### src/rtl/stream_patgen_pkg.sv
package stream_patgen_pkg;

   typedef enum logic [2:0] {
      PAT_INC  = 3'b000,
      PAT_DEC  = 3'b001,
      PAT_ZERO = 3'b010,
      PAT_ONE  = 3'b011,
      PAT_LFSR = 3'b100
   } pat_e;

   localparam int unsigned LFSR_W = 32;

   // one shift of the x^31 + x^21 + x + 1 register
   function automatic logic [LFSR_W-1:0] lfsr_step(input logic [LFSR_W-1:0] s);
      return {s[LFSR_W-2:0], s[30] ^ s[20] ^ s[0]};
   endfunction

   function automatic logic pat_has_header(input logic [2:0] p);
      return (p == PAT_INC) || (p == PAT_DEC) || (p == PAT_LFSR);
   endfunction

endpackage

### src/rtl/sp_lfsr_ahead.sv
module sp_lfsr_ahead
   import stream_patgen_pkg::*;
#(
   parameter int unsigned STEPS = 4,
   parameter logic [LFSR_W-1:0] SEED = 32'h1
) (
   input  logic                     clk,
   input  logic                     rst_n,
   input  logic                     load,
   input  logic                     adv,
   output logic [STEPS*LFSR_W-1:0]  lanes
);
   logic [LFSR_W-1:0] state_q;
   logic [LFSR_W-1:0] chain [STEPS+1];

   assign chain[0] = state_q;
   for (genvar i = 0; i < STEPS; i++) begin : g_ahead
      assign chain[i+1] = lfsr_step(chain[i]);
      assign lanes[i*LFSR_W +: LFSR_W] = chain[i];
   end

   always_ff @(posedge clk) begin
      if (!rst_n || load) state_q <= SEED;
      else if (adv)       state_q <= chain[STEPS];
   end
endmodule

### src/rtl/sp_word_build.sv
module sp_word_build
   import stream_patgen_pkg::*;
#(
   parameter int unsigned LANES = 4,
   localparam int unsigned DW   = LFSR_W
) (
   input  logic [2:0]          pat,
   input  logic                hdr_beat,
   input  logic [2*DW-1:0]     addr,
   input  logic [DW-1:0]       dcnt,
   input  logic [LANES*DW-1:0] lfsr_lanes,
   output logic [LANES*DW-1:0] word
);
   logic use_hdr;
   assign use_hdr = hdr_beat && pat_has_header(pat);

   for (genvar i = 0; i < LANES; i++) begin : g_lane
      logic [DW-1:0] inc, body;
      assign inc = dcnt + DW'(i);
      always_comb begin
         case (pat)
            PAT_INC:  body = inc;
            PAT_DEC:  body = ~inc;
            PAT_ONE:  body = '1;
            PAT_LFSR: body = lfsr_lanes[i*DW +: DW];
            default:  body = '0;
         endcase
      end
      if (i < 2) begin : g_hdr
         assign word[i*DW +: DW] = use_hdr ? addr[i*DW +: DW] : body;
      end else begin : g_body
         assign word[i*DW +: DW] = body;
      end
   end
endmodule

### src/rtl/sp_fail_capture.sv
module sp_fail_capture #(
   parameter int unsigned DATA_W = 128,
   parameter int unsigned OFS_W  = 32,
   parameter int unsigned FN_W   = 16
) (
   input  logic              clk,
   input  logic              rst_n,
   input  logic              clr,
   input  logic              chk,
   input  logic [DATA_W-1:0] exp_word,
   input  logic [DATA_W-1:0] got_word,
   input  logic [OFS_W-1:0]  ofs,
   input  logic [FN_W-1:0]   fname,
   output logic              fail,
   output logic [DATA_W-1:0] cap_exp,
   output logic [DATA_W-1:0] cap_got,
   output logic [OFS_W-1:0]  cap_ofs,
   output logic [FN_W-1:0]   cap_fn
);
   logic first_bad;
   assign first_bad = chk && !fail && (exp_word != got_word);

   always_ff @(posedge clk) begin
      if (!rst_n || clr) begin
         fail    <= 1'b0;
         cap_exp <= '0;
         cap_got <= '0;
         cap_ofs <= '0;
         cap_fn  <= '0;
      end else if (first_bad) begin
         fail    <= 1'b1;
         cap_exp <= exp_word;
         cap_got <= got_word;
         cap_ofs <= ofs;
         cap_fn  <= fname;
      end
   end
endmodule

### src/rtl/stream_patgen.sv
module stream_patgen
   import stream_patgen_pkg::*;
#(
   parameter int unsigned DATA_W    = 128,
   parameter int unsigned FN_W      = 16,
   parameter int unsigned CNT_W     = 41,
   parameter int unsigned OFS_W     = 32,
   parameter int unsigned SZ_W      = 3,
   parameter int unsigned BLK_BYTES = 512,
   parameter logic [31:0] SEED      = 32'h1
) (
   input  logic              clk,
   input  logic              rst_n,
   input  logic              start,
   input  logic              start_write,
   input  logic [FN_W-1:0]   file_first,
   input  logic [FN_W-1:0]   file_count,
   input  logic [SZ_W-1:0]   size_code,
   input  logic [2:0]        patt_sel,
   output logic              wr_busy,
   input  logic              wff_afull,
   output logic              wff_wren,
   output logic [DATA_W-1:0] wff_wdata,
   input  logic              rff_empty,
   output logic              rff_rden,
   input  logic [DATA_W-1:0] rff_rdata,
   output logic [CNT_W-1:0]  byte_count,
   output logic              fail,
   output logic [DATA_W-1:0] fail_exp,
   output logic [DATA_W-1:0] fail_got,
   output logic [OFS_W-1:0]  fail_offset,
   output logic [FN_W-1:0]   fail_file
);
   localparam int unsigned DW         = LFSR_W;
   localparam int unsigned LANES      = DATA_W / DW;
   localparam int unsigned BYTE_LOG2  = $clog2(DATA_W / 8);
   localparam int unsigned BLK_LOG2   = $clog2(BLK_BYTES / (DATA_W / 8));
   localparam int unsigned BEAT_W     = CNT_W - BYTE_LOG2;
   localparam int unsigned ADDR_W     = 2 * DW;

   if (DATA_W != LANES * DW || LANES < 2) begin : g_bad_width
      $error("DATA_W must be a multiple of 32 with at least two lanes");
   end
   if ((1 << BLK_LOG2) * (DATA_W / 8) != BLK_BYTES) begin : g_bad_blk
      $error("BLK_BYTES must be a power-of-two number of beats");
   end
   if (BEAT_W < FN_W + BLK_LOG2 + (1 << SZ_W)) begin : g_bad_cnt
      $error("CNT_W too small for the largest run");
   end

   logic [FN_W-1:0]   cfg_ff, cfg_fc;
   logic [SZ_W-1:0]   cfg_code;
   logic [2:0]        cfg_pat;
   logic [BEAT_W-1:0] beat_cnt;
   logic [ADDR_W-1:0] addr_q;
   logic [DW-1:0]     dcnt;
   logic [DATA_W-1:0] lfsr_lanes, exp_word;
   logic [BEAT_W-1:0] end_beats, file_beats, in_file;
   logic [CNT_W-1:0]  ofs_full;
   logic              beat, last_beat;

   assign wff_wren   = wr_busy && !wff_afull;
   assign rff_rden   = !rff_empty;
   assign beat       = wff_wren || rff_rden;
   assign file_beats = BEAT_W'(1) << (BLK_LOG2 + cfg_code);
   assign end_beats  = BEAT_W'(cfg_fc) << (BLK_LOG2 + cfg_code);
   assign last_beat  = (beat_cnt + BEAT_W'(1)) == end_beats;
   assign in_file    = beat_cnt & (file_beats - BEAT_W'(1));
   assign ofs_full   = {in_file, {BYTE_LOG2{1'b0}}};
   assign byte_count = {beat_cnt, {BYTE_LOG2{1'b0}}};

   always_ff @(posedge clk) begin
      if (!rst_n) begin
         cfg_ff   <= '0;
         cfg_fc   <= '0;
         cfg_code <= '0;
         cfg_pat  <= '0;
         wr_busy  <= 1'b0;
         beat_cnt <= '0;
         addr_q   <= '0;
         dcnt     <= '0;
      end else if (start) begin
         cfg_ff   <= file_first;
         cfg_fc   <= file_count;
         cfg_code <= size_code;
         cfg_pat  <= patt_sel;
         wr_busy  <= start_write && (file_count != '0);
         beat_cnt <= '0;
         addr_q   <= ADDR_W'(file_first) << size_code;
         dcnt     <= '0;
      end else if (beat) begin
         beat_cnt <= beat_cnt + BEAT_W'(1);
         dcnt     <= dcnt + DW'(LANES);
         if (&beat_cnt[BLK_LOG2-1:0]) addr_q <= addr_q + ADDR_W'(1);
         if (wff_wren && last_beat)   wr_busy <= 1'b0;
      end
   end

   sp_lfsr_ahead #(.STEPS(LANES), .SEED(SEED)) u_lfsr (
      .clk   (clk),
      .rst_n (rst_n),
      .load  (start),
      .adv   (beat && !start),
      .lanes (lfsr_lanes)
   );

   sp_word_build #(.LANES(LANES)) u_word (
      .pat        (cfg_pat),
      .hdr_beat   (beat_cnt[BLK_LOG2-1:0] == '0),
      .addr       (addr_q),
      .dcnt       (dcnt),
      .lfsr_lanes (lfsr_lanes),
      .word       (exp_word)
   );

   assign wff_wdata = exp_word;

   sp_fail_capture #(.DATA_W(DATA_W), .OFS_W(OFS_W), .FN_W(FN_W)) u_cap (
      .clk      (clk),
      .rst_n    (rst_n),
      .clr      (start),
      .chk      (rff_rden && !start),
      .exp_word (exp_word),
      .got_word (rff_rdata),
      .ofs      (OFS_W'(ofs_full)),
      .fname    (cfg_ff + FN_W'(beat_cnt >> (BLK_LOG2 + cfg_code))),
      .fail     (fail),
      .cap_exp  (fail_exp),
      .cap_got  (fail_got),
      .cap_ofs  (fail_offset),
      .cap_fn   (fail_file)
   );
endmodule

### config.mk
export PLATFORM = sky130hd
export DESIGN_NAME = stream_patgen
export DESIGN_NICKNAME = d
export VERILOG_FILES = /design/src/rtl/stream_patgen_pkg.sv /design/src/rtl/sp_lfsr_ahead.sv /design/src/rtl/sp_word_build.sv /design/src/rtl/sp_fail_capture.sv /design/src/rtl/stream_patgen.sv
export SDC_FILE = /design/constraint.sdc
export NUM_CORES = 1
export LEC_CHECK = 0
export ABC_AREA = 0
export BUFFER_PORTS_ARGS = -buffer_cell sky130_fd_sc_hd__buf_2
export CAP_MARGIN = 20
export CORE_AREA = 2 2 249 251
export CTS_CLUSTER_DIAMETER = 120
export DETAILED_ROUTE_END_ITERATION = 10
export DIE_AREA = 0 0 251 253
export PLACE_DENSITY = 0.72
export SYNTH_ARGS = -nofsm -noshare
export SYNTH_HDL_FRONTEND = slang
export SYNTH_SLANG_ARGS = --single-unit
export TNS_END_PERCENT = 50
### constraint.sdc
create_clock -name clk -period 5.4 [get_ports clk]
set_clock_uncertainty 0.15 [all_clocks]
set_input_delay 0.27 -clock clk [delete_from_list [all_inputs] [get_ports clk]]
set_output_delay 0.27 -clock clk [all_outputs]
set_load 0.005 [all_outputs]
==> impl_metrics.csv <==
group,metric,value,unit
run_status,status,"complete, no violations",
power_and_ir_drop,peakVddDrop,236.0,uV
finish,fillCellCount,5410,
worst_setup_path,crit_fanout,37,
finish,nets,4549,
synthesis,synth_cell_type_count,84,
sta,slew_headroom,24.05,%
cts,clock_sinks,503,
sta,finalCriticalPeriod,4954,ps
synthesis,async_flop_share,0,%
detailed_routing,routed_wl,131900,um
sta,setup_ws,446.1,ps
die,initial_utilization,48.24,%
sta,rsz0062_at_grt,"no",
grt,grt_usage,39.48,%
cts,cts_htree_levels,2,
sta,max_freq,201.9,MHz
finish,seqCellArea,10070,um2
placed_design,gp_congestion,1.095,
synthesis,yosysTopAreaCell,"dfxtp_1",
detailed_routing,vias,30890,
worst_setup_path,end_kind,"flip-flop",
grt,grt_pass1_wl,187600,um
detailed_routing,drc,0,
sta,setup_viol,0,
detailed_routing,firstDrtPassIters,9,
grt,antenna_found_initial,6,
cts,clkTransAtPathRegs,60,ps
cts,root_buffer,"clkbuf_16",
detailed_routing,drtIter0Drc,3886,
synthesis,seq_area_frac_synth,34.21,%
sta,tns,0,ps
die,die_area,63500,um2
synthesis,ys_top_cells_by_area,"dfxtp_1 (34%), mux2i_1 (14%), nand2_1 (10%)",
power_and_ir_drop,leakagePower,15.89,nW
placed_design,pre_cts_ws,561.3,ps
die,io_pins,649,
placed_design,io_buffer_count,640,
worst_setup_path,startpoint,"cfg_pat[2]",
sta,fin_crit_sh,91.74,%
synthesis,yosysWarnings,0,
job,maxCapViolations,0,
placed_design,post_dp_cell_area,33520,um2
worst_setup_path,critPathRequiredTime,5770,ps
placed_design,dp_hpwl,101800,um
power_and_ir_drop,p_int,6.774,mW
power_and_ir_drop,p_switching,2.799,mW
synthesis,synth_edf_count,0,
worst_setup_path,crit_path_start_kind,"flip-flop",
die,die_h,253,um
power_and_ir_drop,power_frac_comb,18.6,%
cts,numCtsBuffers,55,
finish,final_cell_mix,"nand2_1 (815), buf_2 (640), dfxtp_1 (501), mux2i_1 (399), nor2_1 (190)",
sta,hold_violations,0,
worst_hold_path,hp-start,"start_write",
power_and_ir_drop,power_density,258.0,nW/um2
synthesis,synth_top_area_share,34.21,%
power_and_ir_drop,pwr-share-seq,40.3,%
finish,drive_above_1_share,21.12,%
grt,grt_overflow,0,
cts,cts_resized,0,
finish,multi_input_area,17840,um2
grt,grt_pass1_vias,28260,
finish,final_common_cell,"nand2_1",
finish,post-route-util,60.80,%
synthesis,yosys_most_used_dff,"dfxtp_1",
sta,slew_viol_final,0,
worst_hold_path,hp-class,"in -> reg",
grt,grt_max_degree,205,
synthesis,syn_area,29440,um2
worst_setup_path,worstSetupPathType,"reg -> reg",
cts,cts.path.max_buffers,3,
worst_setup_path,arrival,5330,ps
detailed_routing,viasPerCell,5.952,
finish,fin_area,37100,um2
power_and_ir_drop,p_sw_share,29.24,%
cts,clkLatencyLatePin,620,ps
sta,whs,67.71,ps
power_and_ir_drop,clkPwrFrac,41.0,%
worst_setup_path,reg2reg_from,"cfg_pat[2]",
die,core_area,61030,um2
detailed_routing,ant_nets,0,
detailed_routing,detail_route.wl_per_cell,25.40,um
synthesis,synth_seq_cells,503,
synthesis,synthCells,3627,
cts,cts_tree,"done",
die,die_w,251,um
sta,worst_pin_slew,1139,ps
synthesis,syn_area_per_cell,8.116,um2
finish,area_delta_synth_final,26.04,%
die,rows,91,
==> registers in the layout, indices dropped and copies added, names as in the netlist <==
signal	count
beat_cnt	37
u_cap.cap_ofs	28
cfg_ff	16
u_lfsr.state_q	32
dcnt	30
u_cap.cap_fn	16
u_cap.fail	1
cfg_fc	16
addr_q	64
wr_busy	1
u_cap.cap_exp	128
u_cap.cap_got	128
cfg_code	3
cfg_pat	3
==> repair_timing <==
action                    CTS  global route
buffers inserted            0             0
hold buffers              169             0
hold endpoints to repair  168             0
==> synth_stat cells (45+ instances only) <==
cell type  number
a21oi_1       159
clkbuf_1      186
dfxtp_1       503
inv_1          89
mux2i_1       399
nand2_1       815
nand3_1        99
nand4_1        45
nor2_1        190
nor2b_1        53
nor4_1         52
o21ai_0        80
xnor2_1       172
xor2_1         98
==> per-stage QoR <==
step	total power, mW	instances
finish	9.573	5190
global route	9.799	5185
CTS	9.536	5183
detailed placement	5.553	4914
global placement	5.551	4913
floorplan	4.830	3634
==> kinds of logic after synthesis <==
logic type / after synthesis / share of synthesized area, %
AOI/OAI and AO/OA: 521 / 11.67
adders and majority gates: 27 / 1.173
xor gates and xnor gates: 272 / 8.186
muxes: 440 / 15.86
DFF: 503 / 34.21
and+or+nand+nor: 1495 / 23.38
buffers and inverters: 368 / 5.504
other: 1 / 0.01274
==> critical path: stages, from the launching register on <==
cell	delay (ps)
dfxtp_1	790
buf_4	360
nor4b_1	90
buf_4	160
a221oi_1	850
xnor2_1	140
o21ai_0	200
o2111ai_1	260
nor4_1	410
buf_4	170
nand4_1	180
buf_4	220
o21a_4	320
buf_12	250
mux2i_1	250
==> per-layer routing <==
| layer | vias to the layer above | track usage [%] | wire length, um |
|---|---|---|---|
| met1 | 14670 | 50.22 | 51520 |
| met5 | - | 0 | 27 |
| met3 | 417 | 8.943 | 13750 |
| met2 | 1756 | 61.73 | 57920 |
| met4 | 4 | 22.48 | 8630 |
| li1 | 14040 | - | - |
==> path summary, 6_finish.rpt <==
kind                                           to  slack (ps)  cells past startpoint
worst min-delay path                      wr_busy          70                      5
worst max-delay path            u_cap.cap_got[52]         450                     14
worst min register to register  u_cap.cap_exp[87]         300                      2
worst max register to register  u_cap.cap_got[52]         450                     14
==> final cells by class <==
type	count	area share, %
multi-input combinational	2763	48.07
clock inverter	21	0.6778
inverter	90	0.9105
timing repair buffer	937	16.12
antenna	7	0.04721
tap	790	2.664
clock buffer	79	4.364
sequential	503	27.15
==> power by group through the flow <==
stage                     clock network, mW  registers, mW  logic, mW
after floorplan                           0           3.91      0.924
after global placement                    0           3.94       1.62
after detailed placement                  0           3.94       1.62
after CTS                              3.96           3.86       1.72
after global routing                   4.08           3.86       1.85
final                                  3.93           3.86       1.79
Power figures use the tool's default switching activity.
